===== src/rtl/ort_pkg.sv =====
package ort_pkg;
  typedef enum logic [2:0] {
    OP_NOP  = 3'd0,
    OP_PRE  = 3'd1,
    OP_ACT  = 3'd2,
    OP_RD   = 3'd3,
    OP_WR   = 3'd4,
    OP_PALL = 3'd5
  } op_e;

  typedef enum logic [1:0] {
    K_HIT      = 2'd0,
    K_CLOSED   = 2'd1,
    K_CONFLICT = 2'd2
  } kind_e;

  typedef enum logic [2:0] {
    S_IDLE,
    S_PRE,
    S_ACT,
    S_COL,
    S_PALL
  } seq_state_e;
endpackage


===== src/rtl/ort_addr_map.sv =====
module ort_addr_map #(
  parameter int ADDR_W    = 26,
  parameter int ROW_BYTES = 2048,
  parameter int NUM_BANKS = 8,
  parameter int BUS_BYTES = 4,
  localparam int OFS_W  = $clog2(ROW_BYTES),
  localparam int BANK_W = $clog2(NUM_BANKS),
  localparam int BYTE_W = $clog2(BUS_BYTES),
  localparam int ROW_W  = ADDR_W - OFS_W - BANK_W,
  localparam int COL_W  = OFS_W - BYTE_W
) (
  input  logic [ADDR_W-1:0] addr_i,
  output logic [BANK_W-1:0] bank_o,
  output logic [ROW_W-1:0]  row_o,
  output logic [COL_W-1:0]  col_o
);
  // bank field sits right above the row offset: rows rotate across banks
  assign col_o  = addr_i[OFS_W-1:BYTE_W];
  assign bank_o = addr_i[OFS_W+BANK_W-1:OFS_W];
  assign row_o  = addr_i[ADDR_W-1:OFS_W+BANK_W];
endmodule


===== src/rtl/ort_bank_table.sv =====
module ort_bank_table #(
  parameter int NUM_BANKS = 8,
  parameter int ROW_W     = 12,
  localparam int BANK_W = $clog2(NUM_BANKS)
) (
  input  logic              clk_i,
  input  logic              rst_ni,
  input  logic              wr_en_i,
  input  logic [BANK_W-1:0] wr_bank_i,
  input  logic [ROW_W-1:0]  wr_row_i,
  input  logic              clr_all_i,
  input  logic [BANK_W-1:0] rd_bank_i,
  output logic              open_valid_o,
  output logic [ROW_W-1:0]  open_row_o
);
  logic [NUM_BANKS-1:0] valid_q;
  logic [ROW_W-1:0]     row_q [NUM_BANKS];

  for (genvar b = 0; b < NUM_BANKS; b++) begin : g_bank
    always_ff @(posedge clk_i or negedge rst_ni) begin
      if (!rst_ni) begin
        valid_q[b] <= 1'b0;
        row_q[b]   <= '0;
      end else if (clr_all_i) begin
        valid_q[b] <= 1'b0;
      end else if (wr_en_i && wr_bank_i == BANK_W'(b)) begin
        valid_q[b] <= 1'b1;
        row_q[b]   <= wr_row_i;
      end
    end
  end

  assign open_valid_o = valid_q[rd_bank_i];
  assign open_row_o   = row_q[rd_bank_i];
endmodule


===== src/rtl/ort_cmd_seq.sv =====
module ort_cmd_seq
  import ort_pkg::*;
(
  input  logic  clk_i,
  input  logic  rst_ni,
  input  logic  start_i,
  input  kind_e start_kind_i,
  input  logic  flush_i,
  output logic  idle_o,
  output logic  pre_o,
  output logic  act_o,
  output logic  col_o,
  output logic  pall_o
);
  seq_state_e state_q, state_d;

  always_comb begin
    state_d = state_q;
    unique case (state_q)
      S_IDLE: begin
        if (flush_i) state_d = S_PALL;
        else if (start_i) begin
          unique case (start_kind_i)
            K_HIT:      state_d = S_COL;
            K_CLOSED:   state_d = S_ACT;
            K_CONFLICT: state_d = S_PRE;
            default:    state_d = S_PRE;
          endcase
        end
      end
      S_PRE:   state_d = S_ACT;
      S_ACT:   state_d = S_COL;
      S_COL:   state_d = S_IDLE;
      S_PALL:  state_d = S_IDLE;
      default: state_d = S_IDLE;
    endcase
  end

  always_ff @(posedge clk_i or negedge rst_ni) begin
    if (!rst_ni) state_q <= S_IDLE;
    else         state_q <= state_d;
  end

  assign idle_o = state_q == S_IDLE;
  assign pre_o  = state_q == S_PRE;
  assign act_o  = state_q == S_ACT;
  assign col_o  = state_q == S_COL;
  assign pall_o = state_q == S_PALL;
endmodule


===== src/rtl/sdram_open_row_tracker.sv =====
module sdram_open_row_tracker
  import ort_pkg::*;
#(
  parameter int ADDR_W    = 26,
  parameter int ROW_BYTES = 2048,
  parameter int NUM_BANKS = 8,
  parameter int BUS_BYTES = 4,
  localparam int OFS_W  = $clog2(ROW_BYTES),
  localparam int BANK_W = $clog2(NUM_BANKS),
  localparam int BYTE_W = $clog2(BUS_BYTES),
  localparam int ROW_W  = ADDR_W - OFS_W - BANK_W,
  localparam int COL_W  = OFS_W - BYTE_W
) (
  input  logic              clk_i,
  input  logic              rst_ni,
  input  logic              req_valid_i,
  output logic              req_ready_o,
  input  logic [ADDR_W-1:0] req_addr_i,
  input  logic              req_we_i,
  input  logic              flush_i,
  output logic              cmd_valid_o,
  output logic [2:0]        cmd_op_o,
  output logic [BANK_W-1:0] cmd_bank_o,
  output logic [ROW_W-1:0]  cmd_row_o,
  output logic [COL_W-1:0]  cmd_col_o,
  output logic [1:0]        cmd_kind_o,
  output logic              cmd_slow_o
);
  logic [BANK_W-1:0] in_bank;
  logic [ROW_W-1:0]  in_row;
  logic [COL_W-1:0]  in_col;
  logic              open_valid;
  logic [ROW_W-1:0]  open_row;
  kind_e             in_kind;
  logic              idle, pre, act, col, pall, accept;

  logic [BANK_W-1:0] bank_q;
  logic [ROW_W-1:0]  row_q;
  logic [COL_W-1:0]  col_q;
  logic              we_q;
  kind_e             kind_q;

  ort_addr_map #(
    .ADDR_W(ADDR_W), .ROW_BYTES(ROW_BYTES),
    .NUM_BANKS(NUM_BANKS), .BUS_BYTES(BUS_BYTES)
  ) u_map (
    .addr_i(req_addr_i),
    .bank_o(in_bank),
    .row_o (in_row),
    .col_o (in_col)
  );

  ort_bank_table #(.NUM_BANKS(NUM_BANKS), .ROW_W(ROW_W)) u_table (
    .clk_i       (clk_i),
    .rst_ni      (rst_ni),
    .wr_en_i     (act),
    .wr_bank_i   (bank_q),
    .wr_row_i    (row_q),
    .clr_all_i   (pall),
    .rd_bank_i   (in_bank),
    .open_valid_o(open_valid),
    .open_row_o  (open_row)
  );

  always_comb begin
    if (!open_valid)            in_kind = K_CLOSED;
    else if (open_row == in_row) in_kind = K_HIT;
    else                        in_kind = K_CONFLICT;
  end

  // precharge-all wins over a request in the same cycle
  assign req_ready_o = idle && !flush_i;
  assign accept      = req_valid_i && req_ready_o;

  ort_cmd_seq u_seq (
    .clk_i       (clk_i),
    .rst_ni      (rst_ni),
    .start_i     (accept),
    .start_kind_i(in_kind),
    .flush_i     (flush_i),
    .idle_o      (idle),
    .pre_o       (pre),
    .act_o       (act),
    .col_o       (col),
    .pall_o      (pall)
  );

  always_ff @(posedge clk_i or negedge rst_ni) begin
    if (!rst_ni) begin
      bank_q <= '0;
      row_q  <= '0;
      col_q  <= '0;
      we_q   <= 1'b0;
      kind_q <= K_HIT;
    end else if (accept) begin
      bank_q <= in_bank;
      row_q  <= in_row;
      col_q  <= in_col;
      we_q   <= req_we_i;
      kind_q <= in_kind;
    end
  end

  always_comb begin
    cmd_op_o = OP_NOP;
    if (pre)       cmd_op_o = OP_PRE;
    else if (act)  cmd_op_o = OP_ACT;
    else if (col)  cmd_op_o = we_q ? OP_WR : OP_RD;
    else if (pall) cmd_op_o = OP_PALL;
  end

  assign cmd_valid_o = !idle;
  assign cmd_bank_o  = bank_q;
  assign cmd_row_o   = row_q;
  assign cmd_col_o   = col_q;
  assign cmd_kind_o  = kind_q;
  assign cmd_slow_o  = kind_q != K_HIT;
endmodule


===== config.mk =====
export PLATFORM = sky130hd
export DESIGN_NAME = sdram_open_row_tracker
export DESIGN_NICKNAME = d
export VERILOG_FILES = /design/src/rtl/ort_pkg.sv /design/src/rtl/ort_addr_map.sv /design/src/rtl/ort_bank_table.sv /design/src/rtl/ort_cmd_seq.sv /design/src/rtl/sdram_open_row_tracker.sv
export SDC_FILE = /design/constraint.sdc
export NUM_CORES = 1
export LEC_CHECK = 0
export BUFFER_PORTS_ARGS = -buffer_cell sky130_fd_sc_hd__buf_2
export CAP_MARGIN = 20
export CORE_MARGIN = 4
export CORE_UTILIZATION = 29
export CTS_BUF_LIST = sky130_fd_sc_hd__clkbuf_4 sky130_fd_sc_hd__clkbuf_8
export DETAILED_ROUTE_END_ITERATION = 8
export HOLD_SLACK_MARGIN = 0.05
export SETUP_SLACK_MARGIN = 0.4
export SYNTH_ARGS = -nofsm -noshare
export SYNTH_HDL_FRONTEND = slang
export SYNTH_SLANG_ARGS = --single-unit

===== constraint.sdc =====
create_clock -name clk_i -period 1.93 [get_ports clk_i]
set_input_delay 0.2895 -clock clk_i [delete_from_list [all_inputs] [get_ports clk_i]]
set_output_delay 0.2895 -clock clk_i [all_outputs]
set_load 0.1 [all_outputs]

* After elaboration in Yosys (flattened, before gate mapping) *
Index checks and enable logic that the tools add are counted.

cells by class
  order comparisons = 2
  equality and inequality tests = 14
  mux-type cells = 32
  bitwise logic cells = 2
  reductions and logical operators = 32

operators with widths
  kind                                                                    count
  12-bit binary-select mux with 3-bit select                              1
  12-bit two-way mux                                                      2
  3-bit two-way mux                                                       7
  2-bit nonzero test                                                      9
  1-bit two-way mux                                                       17
  2-bit AND reduction                                                     8
  3-bit equality test (second input constant)                             5
  12-bit equality test                                                    1
  3-bit by 2-bit equality test with 1-bit output (second input constant)  4
  1-bit logical AND                                                       10
  3-bit one-hot mux with 3 select lines                                   1
  3-bit by 1-bit equality test with 1-bit output (second input constant)  2
  3-bit zero test                                                         2
  4-bit greater-or-equal comparator (second input constant)               1
  3-bit by 4-bit < comparator with 1-bit output (second input constant)   1
  2-bit two-way mux                                                       2
  3-bit inverter with 4-bit output                                        1
  2-bit one-hot mux with 2 select lines                                   1
  1-bit binary-select mux with 3-bit select                               1
  3-bit by 2-bit != test with 1-bit output (second input constant)        1
  2-bit by 1-bit equality test with 1-bit output (second input constant)  1
  1-bit zero test                                                         2
  2-bit zero test                                                         1
  1-bit inverter                                                          1

storage, ports and cells
  register bits after elaboration = 134
  input port bits = 31
  output and inout bits = 32
  word-level logic and storage cells = 104

* Depth between registers and ports, before layout *
  depth in word-level cells = 12
  depth in mapped cells = 8
  gate-level depth less buffers = 6

* By module *
A second synthesis with hierarchy kept.

second synthesis, totals
  cells, all modules = 407
  area, all modules = 6422.4 sq um

modules (own cells, without submodules)
  module                  times used  cells an instance  area an instance (sq um)  seq. area each (sq um)
  ort_bank_table          1           281                4862.2                    2602.5
  sdram_open_row_tracker  1           86                 1214.9                    675.6
  ort_addr_map            1           24                 180.2                     0.0
  ort_cmd_seq             1           16                 165.2                     75.1

* Worst setup path before layout *
Ideal clock, no wire load.

  path kind = register to register
  from = reg u_seq.state_q[1]
  to = reg u_seq.state_q[1]
  setup time = 0.078 ns
  arrival time = 3.768 ns
  setup slack = -1.916 ns
  cell stages (with the launch flop) = 8
  buffers on the path = 1
  path through = dfrtp_1 clkbuf_1 or3_1 nor2_1 nand2_1 or2_2 o41ai_2 o21bai_1

on the way
  longest elaborated chain between the ends = 4
  elaborated cells between the ends (all ways) = 7
  those cells by class = eq/ne: 3; mux: 1; reduce/logical: 3

ends and longest elaborated chain
  element                                             RTL line                      source
  from (decl)                                         ort_cmd_seq.sv:15             seq_state_e state_q, state_d;
  from (signal assigned)                              ort_cmd_seq.sv:41             else state_q <= state_d;
  3-bit zero test                                     ort_cmd_seq.sv:44             assign idle_o = state_q == S_IDLE;
  1-bit logical AND                                   sdram_open_row_tracker.sv:72  assign req_ready_o = idle && !flush_i;
  via req_ready_o                                     sdram_open_row_tracker.sv:17  output logic req_ready_o,
  1-bit logical AND                                   sdram_open_row_tracker.sv:73  assign accept = req_valid_i && req_ready_o;
  3-bit by 2-bit != test with 1-bit output (no line)  -

The timed path passes the listed nets, and every way through them passes these cells.
A chain may end at the register's enable or synchronous reset.

* Worst setup path after layout *
  from = reg u_table.row_q[84] (netlist name)
  to = reg u_seq.state_q[1]

on the way
  longest elaborated chain between the ends = 11
  elaborated cells between the ends (all ways) = 12
  those cells by class = eq/ne: 2; mux: 9; reduce/logical: 1

ends and longest elaborated chain
  element                                                                            RTL line                      source
  from (decl)                                                                        ort_bank_table.sv:17          logic [ROW_W-1:0] row_q [NUM_BANKS];
  from (signal, indexed assignment)                                                  ort_bank_table.sv:28          row_q[b] <= wr_row_i;
  12-bit binary-select mux with 3-bit select (*)                                     ort_bank_table.sv:34          assign open_row_o = row_q[rd_bank_i];
  12-bit two-way mux (not written as such) (*) (2 in series)                         ort_bank_table.sv:34
  12-bit equality test (*)                                                           sdram_open_row_tracker.sv:67  else if (open_row == in_row) in_kind = K_HIT;
  2-bit two-way mux (*)                                                              sdram_open_row_tracker.sv:67
  2-bit two-way mux (*)                                                              sdram_open_row_tracker.sv:66  if (!open_valid) in_kind = K_CLOSED;
  2-bit by 1-bit equality test with 1-bit output or 2-bit zero test (tied branches)  ort_cmd_seq.sv:23             unique case (start_kind_i)
  2-bit one-hot mux with 2 select lines (*)                                          ort_cmd_seq.sv:23
  3-bit two-way mux (*)                                                              ort_cmd_seq.sv:22             else if (start_i) begin
  3-bit two-way mux (*)                                                              ort_cmd_seq.sv:21             if (flush_i) state_d = S_PALL;
  3-bit one-hot mux with 3 select lines (*)                                          ort_cmd_seq.sv:19             unique case (state_q)

Every way passes the cells marked *; elsewhere a longest branch is shown, timed or not. The select of a mux whose other input is x is not followed.

==> results.yml <==
floorplanning:
  die-area_um2: 23400
  rows: 52
  fp.dieH_um: 153
  fp.dieW_um: 153
  core_area_um2: 20400
  ioPinCount: 63
  initial_core_util: 0.298
timing:
  relSlewSlack: 0.722
  rsz0062_at_grt: "true"
  worstMarginPinSlew_ps: 416
  timing.final.crit_share: 1.13
  finalSetupViolations: 54
  hold_viol_final: 0
  fin_tns_setup_ps: -3950
  clock_skew_ps: 22.7
  fin_ws_ps: -251
  max_freq_mhz: 458
  finalHoldWorstSlack_ps: 87.0
  period_needed_ps: 2180
  maxSlewViolCount: 0
clock_tree:
  clk_latency_ps: 460
  clockRootBuffer: "clkbuf_8"
  cts_tree: "done"
  clkTransAtPathRegs_ps: 80
  cts_inserted_buffers: 17
  cts_sinks: 134
  htreeDepth: 4
  cts.path.max_buffers: 2
power_and_ir_drop:
  switching_share: 0.420
  p_per_area_nw_per_um2: 1760
  switchingPower_w: 0.00686
  p_comb_frac: 0.527
  cellLeakagePower_nw: 4.50
  ir_drop_uv: 868
  internal_power_w: 0.00948
  clkPwrFrac: 0.159
  power_frac_seq: 0.314
global_route:
  grt_overflow_total: 0
  grt_pass1_wl_um: 28300
  grt_max_degree: 49
  grt_pass1_vias: 4866
  grt_usage: 0.157
  antenna_found_initial: 0
worst_setup_path:
  path_max_fanout: 2
  start_kind: "flop"
  crit_path_end_kind: "flop"
  path_class: "reg2reg"
  cp.arrival_ps: 2560
  ff2ff_path_depth: 6
  crit_path_top_delay_cell: "mux4_2"
  max_stage_delay_ps: 460
  worst-endpoint-required_ps: 2310
  crit_chain: "mux4_2, mux2i_1, xor2_1, o221ai_1, o41ai_2, o21bai_1"
synth:
  synthTopCellsByArea: "dfrtp_1 (55%), mux2_2 (18%), nand2_1 (5.2%)"
  synth_top_cell_by_area: "dfrtp_1"
  syn_nets: 490
  synth_top_area_frac: 0.550
  netlist_area_um2: 6090
  yosys_register_bits: 134
  syn_inst: 459
  avgSynthCellArea_um2: 13.3
  yosysSeqAreaShare: 0.550
  ys_warn_count: 0
  ys_types: 36
outcome:
  violations: "negative setup slack"
  outcome: "complete, but fails checks"
place:
  placed_area_um2: 7170
  hpwl_um: 10300
  numPortBuffers: 60
  dp.cells: 798
  gp_congestion: 0.780
cells_and_area:
  fin_cells: 908
  finalInstanceArea_um2: 9290
  drive_gt1_frac: 0.610
  register_area_um2: 3380
  final_core_util: 0.455
  fillerInstances: 1810
  n_antenna_cell: 0
  area_growth_pct: 52.4
  multi_input_area_um2: 3190
  nets: 656
drt:
  ant_nets: 0
  firstDrtPassIters: 4
  drt-wirelength-per-cell_um: 21.3
  drc: 0
  drtIter0Drc: 239
  via_per_inst: 4.93
  num_vias: 4474
  finalWirelength_um: 19300
job:
  cap_violations: 0
worst_hold_path:
  hold_depth: 3
  hp-class: "in2reg"
==> worst max-delay path: cells and delay by family (launching register included) <==
kind	cells	cell delay [ps]
AOI/OAI and AO/OA	3	780
xor gates and xnor gates	1	250
DFF	1	420
muxes	2	650
==> cell families (layout without fill, tap and decap cells) <==
group,after synthesis,after routing,synth area share
DFF,134,134,0.550
AOI/OAI and AO/OA,24,24,0.0288
and+or+nand+nor,119,119,0.0834
buffers and inverters,34,213,0.0279
muxes,138,138,0.295
xor gates and xnor gates,10,10,0.0144
==> layout make-up <==
cell class              count  share of cell area
repair buffers            174               0.206
well taps                 270              0.0364
clock inverters            13              0.0193
flip-flops and latches    134               0.364
multi-input cells         291               0.343
inverters                   7             0.00283
clock buffers              19              0.0282
==> metrics by stage <==
step	setup slack, ps	power, W
after global placement	-355	0.0108
final	-251	0.0163
after floorplan	-559	0.00947
after detailed placement	-425	0.0110
after global routing	-286	0.0170
after CTS	-155	0.0153
==> layout by cell type, fill, tap and decap left out, drive strengths merged, types with 7 or more instances in the layout <==
cell | netlist | final
mux2 | 97 | 97
buf | 16 | 155
nor2 | 11 | 11
clkbuf | 11 | 21
mux4 | 20 | 20
dfrtp | 134 | 134
dlygate4sd3 | 0 | 17
xor2 | 9 | 9
mux2i | 21 | 21
inv | 7 | 7
nand2 | 85 | 85
==> sequential cells by signal (all words and copies together), names as in the netlist <==
signal	flops
u_seq.state_q	3
u_table.valid_q	8
cmd_kind_o	2
we_q	1
cmd_row_o	12
cmd_col_o	9
u_table.row_q	96
cmd_bank_o	3
==> power by group through the flow <==
| stage | sequential (W) | combinational [W] | clock (W) |
|---|---|---|---|
| after floorplan | 0.00652 | 0.00295 | 0 |
| after global placement | 0.00492 | 0.00587 | 0 |
| after detailed placement | 0.00503 | 0.00598 | 0 |
| after CTS | 0.00514 | 0.00756 | 0.00264 |
| after global routing | 0.00525 | 0.00895 | 0.00280 |
| final | 0.00513 | 0.00860 | 0.00260 |
==> final timing paths <==
kind | slack [ps] | startpoint | endpoint
max reg2reg | -250 | u_table.row_q[84] | u_seq.state_q[1]
max in group asynchronous | 990 | rst_ni | cmd_row_o[4]
min in group asynchronous | 320 | rst_ni | u_table.row_q[14]
min | 90 | req_addr_i[20] | cmd_row_o[6]
min reg2reg | 510 | u_table.row_q[94] | u_table.row_q[94]
max | -250 | u_table.row_q[84] | u_seq.state_q[1]
==> per-layer routing <==
metal / GRT usage / up-vias / part of all wire
met5: 0 / - / 0
met4: 0.0806 / 0 / 0.038
met3: 0.0455 / 55 / 0.039
met2: 0.262 / 134 / 0.51
met1: 0.186 / 2334 / 0.42
li1: - / 1951 / -
==> cells in the mapped netlist (all sizes together) <==
master and instances:
a21boi 6, a21oi 5, a22oi 6, and2 2, and2b 1, and3 3, buf 16, clkbuf 11
dfrtp 134, inv 7, mux2 97, mux2i 21, mux4 20, nand2 85, nand2b 1, nand3 2
nand3b 2, nand4 2, nor2 11, nor2b 3, o211ai 1, o21a 2, o21ai 1, o21bai 1
o221ai 1, o41ai 1, or2 3, or3 3, or3b 1, xnor2 1, xor2 9
==> timing repair <==
action,CTS,global route
cloned,8,1
setup buffers,24,28
hold buffers,17,0
hold endpoints to repair,56,0
setup endpoints to repair,124,151
gates resized for setup,205,83
pin swaps,48,35
(Power assumes the default switching activity.)
